### config.mk
export PLATFORM = sky130hd
export DESIGN_NAME = evt_timer
export DESIGN_NICKNAME = d
export VERILOG_FILES = /design/src/rtl/evt_pkg.sv /design/src/rtl/evt_prescaler.sv /design/src/rtl/evt_edge_det.sv /design/src/rtl/evt_counter.sv /design/src/rtl/evt_timer.sv
export SDC_FILE = /design/constraint.sdc
export NUM_CORES = 1
export LEC_CHECK = 0
export ABC_AREA = 1
export BUFFER_PORTS_ARGS = -buffer_cell sky130_fd_sc_hd__buf_2
export CAP_MARGIN = 20
export CORE_MARGIN = 3
export CORE_UTILIZATION = 45
export DETAILED_ROUTE_END_ITERATION = 7
export GPL_TIMING_DRIVEN = 0
export PLACE_DENSITY = 0.75
export RECOVER_POWER = 50
export SYNTH_ARGS = -nofsm -noshare
export SYNTH_HDL_FRONTEND = slang
export SYNTH_SLANG_ARGS = --single-unit
### constraint.sdc
create_clock -name clk -period 4.9 [get_ports clk]
set_input_delay 0.98 -clock clk [delete_from_list [all_inputs] [get_ports clk]]
set_output_delay 0.98 -clock clk [all_outputs]
set_load 0.01 [all_outputs]
### src/rtl/evt_pkg.sv
`timescale 1ns/1ps
package evt_pkg;

  typedef enum logic [1:0] {
    EDGE_NONE = 2'b00,
    EDGE_RISE = 2'b01,
    EDGE_FALL = 2'b10,
    EDGE_BOTH = 2'b11
  } edge_mode_e;

  typedef struct packed {
    logic [2:0]  div_sel;
    logic        src_ext;
    edge_mode_e  edge_mode;
  } evt_cfg_t;

  // Edge qualification: cur/prev are consecutive synchronized samples.
  function automatic logic edge_hit(edge_mode_e mode, logic cur, logic prev);
    logic rise;
    logic fall;
    rise = cur & ~prev;
    fall = ~cur & prev;
    case (mode)
      EDGE_RISE: edge_hit = rise;
      EDGE_FALL: edge_hit = fall;
      EDGE_BOTH: edge_hit = rise | fall;
      default:   edge_hit = 1'b0;
    endcase
  endfunction

  // Number of low prescaler bits that must be all ones for a tick.
  function automatic int unsigned tick_bits(logic [2:0] sel);
    tick_bits = int'(sel) + 1;
  endfunction

endpackage

### src/rtl/evt_prescaler.sv
`timescale 1ns/1ps
module evt_prescaler #(
  parameter int SEL_W = 3
) (
  input  logic             clk,
  input  logic             clr_n,
  input  logic             active_i,
  input  logic [SEL_W-1:0] sel_i,
  output logic             tick_o
);
  localparam int PRE_W = 1 << SEL_W;

  logic [PRE_W-1:0] pre_q;
  logic [PRE_W-1:0] mask_w;

  always_comb begin
    for (int b = 0; b < PRE_W; b++) begin
      mask_w[b] = (b < int'(evt_pkg::tick_bits(3'(sel_i))));
    end
  end

  always_ff @(posedge clk or negedge clr_n) begin
    if (!clr_n) begin
      pre_q <= '0;
    end else if (!active_i) begin
      pre_q <= '0;
    end else begin
      pre_q <= pre_q + 1'b1;
    end
  end

  assign tick_o = active_i && ((pre_q & mask_w) == mask_w);
endmodule

### src/rtl/evt_edge_det.sv
`timescale 1ns/1ps
module evt_edge_det #(
  parameter int SYNC_STAGES = 2
) (
  input  logic                 clk,
  input  logic                 clr_n,
  input  logic                 ext_i,
  input  evt_pkg::edge_mode_e  mode_i,
  output logic                 hit_o
);
  logic [SYNC_STAGES-1:0] sync_q;
  logic                   prev_q;

  always_ff @(posedge clk or negedge clr_n) begin
    if (!clr_n) begin
      sync_q <= '0;
      prev_q <= 1'b0;
    end else begin
      sync_q <= {sync_q[SYNC_STAGES-2:0], ext_i};
      prev_q <= sync_q[SYNC_STAGES-1];
    end
  end

  assign hit_o = evt_pkg::edge_hit(mode_i, sync_q[SYNC_STAGES-1], prev_q);
endmodule

### src/rtl/evt_counter.sv
`timescale 1ns/1ps
module evt_counter #(
  parameter int CNT_W = 16
) (
  input  logic             clk,
  input  logic             clr_n,
  input  logic             run_i,
  input  logic             stop_ovf_i,
  input  logic             inc_i,
  output logic [CNT_W-1:0] count_o,
  output logic             ovf_o,
  output logic             halted_o
);
  localparam logic [CNT_W-1:0] CNT_MAX = {CNT_W{1'b1}};

  logic [CNT_W-1:0] cnt_q;
  logic             ovf_q;
  logic             halt_q;
  logic             at_max_w;

  assign at_max_w = (cnt_q == CNT_MAX);

  always_ff @(posedge clk or negedge clr_n) begin
    if (!clr_n) begin
      cnt_q  <= '0;
      ovf_q  <= 1'b0;
      halt_q <= 1'b0;
    end else begin
      ovf_q <= 1'b0;
      if (!run_i) begin
        halt_q <= 1'b0;
      end
      if (inc_i) begin
        cnt_q <= cnt_q + 1'b1;
        if (at_max_w) begin
          ovf_q <= 1'b1;
          if (stop_ovf_i) begin
            halt_q <= 1'b1;
          end
        end
      end
    end
  end

  assign count_o  = cnt_q;
  assign ovf_o    = ovf_q;
  assign halted_o = halt_q;
endmodule

### src/rtl/evt_timer.sv
`timescale 1ns/1ps
module evt_timer #(
  parameter int CNT_W       = 16,
  parameter int SEL_W       = 3,
  parameter int SYNC_STAGES = 2
) (
  input  logic             clk,
  input  logic             rst_n,
  input  logic             en_i,
  input  logic             run_i,
  input  logic [SEL_W-1:0] div_sel_i,
  input  logic             src_ext_i,
  input  logic [1:0]       edge_sel_i,
  input  logic             stop_ovf_i,
  input  logic             ext_i,
  output logic [CNT_W-1:0] count_o,
  output logic             ovf_irq_o
);
  import evt_pkg::*;

  logic         clr_n;
  evt_cfg_t     cfg_q;
  logic         halted_w;
  logic         active_w;
  logic         tick_w;
  logic         hit_w;
  logic         inc_w;

  assign clr_n = rst_n & en_i;

  // Configuration is only taken while the counter is stopped.
  always_ff @(posedge clk or negedge rst_n) begin
    if (!rst_n) begin
      cfg_q <= '{div_sel: '0, src_ext: 1'b0, edge_mode: EDGE_NONE};
    end else if (!run_i) begin
      cfg_q.div_sel   <= 3'(div_sel_i);
      cfg_q.src_ext   <= src_ext_i;
      cfg_q.edge_mode <= edge_mode_e'(edge_sel_i);
    end
  end

  assign active_w = run_i & ~halted_w;

  evt_prescaler #(.SEL_W(SEL_W)) pre_i (
    .clk      (clk),
    .clr_n    (clr_n),
    .active_i (active_w),
    .sel_i    (SEL_W'(cfg_q.div_sel)),
    .tick_o   (tick_w)
  );

  evt_edge_det #(.SYNC_STAGES(SYNC_STAGES)) edge_i (
    .clk    (clk),
    .clr_n  (clr_n),
    .ext_i  (ext_i),
    .mode_i (cfg_q.edge_mode),
    .hit_o  (hit_w)
  );

  assign inc_w = active_w & (cfg_q.src_ext ? hit_w : tick_w);

  evt_counter #(.CNT_W(CNT_W)) cnt_i (
    .clk        (clk),
    .clr_n      (clr_n),
    .run_i      (run_i),
    .stop_ovf_i (stop_ovf_i),
    .inc_i      (inc_w),
    .count_o    (count_o),
    .ovf_o      (ovf_irq_o),
    .halted_o   (halted_w)
  );
endmodule

==> flow_summary.ini <==
[run_status]
status = completed

[routing]
viasPerCell = 4.99
drc = 0
drt_wl_total_um = 4270
via_count = 1700
drt_first_pass_iters = 4
wire_per_inst_um = 12.5
drt-initial-drc-count = 120
antenna_left = 0

[yosys]
yosysWarnings = 0
synth_flop_cell = dfrtp_1
ys_ff_latch = 35
yosys.area.top_type = dfrtp_1
netlist_top_cells_count = nand2_1 (81), dfrtp_1 (35), nand3_1 (31)
synth_area_um2 = 1960
post-synth-top-count-cell = nand2_1
syn-num-nets = 272
yosysUniqueCellTypes = 25
synth_top_area_share_pct = 44.8
synth.yosys.seq_area_share_pct = 44.8
synthArstFlopShare_pct = 100
synth_edf_count = 0
synth_area_per_cell_um2 = 7.67
netlist_instances = 255
ys_top_cells_by_area = dfrtp_1 (45%), nand2_1 (16%), nand3_1 (7.9%), inv_1 (5.4%), nor2_1 (4.0%)

[power]
power_leakage_nw = 1.19
irDropWorstVdd_v = 0.000266
powerDensity_nw_per_um2 = 301

[cells_and_area]
fillers = 396
diodes = 0
post-route-util_pct = 54.8
ff_latch_area_um2 = 876
drive_gt1_share_pct = 14.8
multi_input_area_um2 = 931
area_growth_pct = 14.5
final_area_um2 = 2240
nets = 308

[cts]
path_clk_slew_ns = 0.06
clk_latency_ns = 0.29
cts_buffers = 5
root_buffer = clkbuf_8
clockBufferDepth = 2
cts.htree.levels = 2
ctsResizeCount = 0
cts_num_sinks = 35
post_cts_buffers = 0
tritoncts = built
cts_hold_buf = 0

[floorplan]
core_area_um2 = 4090
dieArea_um2 = 5180
die_h_um = 71.9
rows = 23
boundaryPins = 29
initial_core_util_pct = 47.9
die_w_um = 71.9

[sta]
slew_violations = 0
setup_ws_ns = 2.56
hold_violations = 0
rsz0062_at_grt = no
max_slew.worst_pin.slew_ns = 0.757
fin_hold_ws_ns = 0.348
relSlewSlack_pct = 49.5
timing.final.crit_share_pct = 47.8
final.setup_skew_ns = 0.00555
setup_tns_ns = 0
min_period_ns = 2.34
finalSetupViolCount = 0
max_freq_mhz = 427

[worst_setup_path]
endpoint_kind = register
cp.required_ns = 5.08
crit_fanout = 10
cp_slowest_cell = nor2_1
cp-start-kind = primary input
cpPeakStageDelay_ns = 0.42
critPathBufInv = 4
crit_path_cell_trace = clkbuf_1 -> inv_1 -> nor2_1 -> o21a_1 -> buf_4 -> nand2_4 -> buf_6 -> nand2_1 -> nand2_1
crit_family = buffers and inverters
path_common_cell = nand2_1
path_class = in -> reg
crit_arrival_ns = 2.53

[global_routing]
grt_max_degree = 17
antenna_found_initial = 0
grt_first_pass_wirelength_um = 7530
grt.total_usage_pct = 19.0
grt_pass1_vias = 1680
grt_overflow = 0

[job]
cap_violations = 0

[placed_design]
dpl.hpwl_um = 3230
dpl-instance-area_um2 = 2170
gp_congestion = 0.954
io_buffers = 28
dp_slack_ns = 2.68

[hold_path]
hold_class = reg -> reg
==> stage by stage <==
| step | power [W] | instances |
|---|---|---|
| after global routing | 0.000719 | 341 |
| after CTS | 0.000686 | 341 |
| after floorplan | 0.000425 | 255 |
| after global placement | 0.000464 | 333 |
| after detailed placement | 0.000471 | 334 |
| final | 0.000674 | 341 |
==> power breakdown <==
part	switching [W]	internal [W]
clock network	0.000102	0.000110
logic	0.0000717	0.0000477
registers	0.0000303	0.000311
==> sequential cells by signal, indices dropped and copies added (netlist names) <==
register	cells
cfg_q	6
cnt_i.count_o	16
cnt_i.ovf_o	1
edge_i.prev_q	1
edge_i.sync_q	2
pre_i.pre_q	8
cnt_i.halted_o	1
==> area by class of cell <==
cell class	instances	share of cell area, %
Multi-Input combinational cell	187	41.5
Tap cell	50	2.79
Clock buffer	6	3.69
Inverter	29	4.86
Buffer	4	1.51
Sequential cell	35	39.1
Timing Repair Buffer	29	6.31
Clock inverter	1	0.223
==> cells in the final DEF, fill, tap and decap left out, drive strengths merged, types with 6 or more instances in the layout <==
master,count
o21ai,11
nand3,32
nand2,84
nor2,23
dfrtp,35
xnor2,6
clkbuf,9
buf,30
inv,29
xor2,7
nor3,7
==> worst paths after layout <==
path,start,to,slack (ns),cells past startpoint
min,edge_i.sync_q[0],edge_i.sync_q[1],0.35,0
min in group asynchronous,rst_n,cfg_q[5],0.57,1
max reg2reg,cfg_q[4],cnt_i.count_o[9],3.11,10
min reg2reg,edge_i.sync_q[0],edge_i.sync_q[1],0.35,0
max in group asynchronous,rst_n,cnt_i.count_o[14],2.74,4
max,run_i,cnt_i.count_o[9],2.56,9
==> cell families after synthesis <==
kind of cell | Yosys count | synth area share (%)
buffers and inverters | 33 | 7.29
flip-flops | 35 | 44.8
XOR/XNOR | 13 | 5.82
adder cells (fa/ha/maj) | 5 | 3.20
AND/OR/NAND/NOR | 151 | 34.1
AO/OA/AOI/OAI | 18 | 4.86
==> per-layer routing <==
metal  up-vias  wire length (µm)  global-route usage, %
li1        878                 -                      -
met1       772              1930                   24.1
met2        42              2060                   30.6
met3         8               203                   5.40
met4         0                70                   7.52
met5         -                 0                      0
No activity file was read; power rests on OpenSTA's default activity.
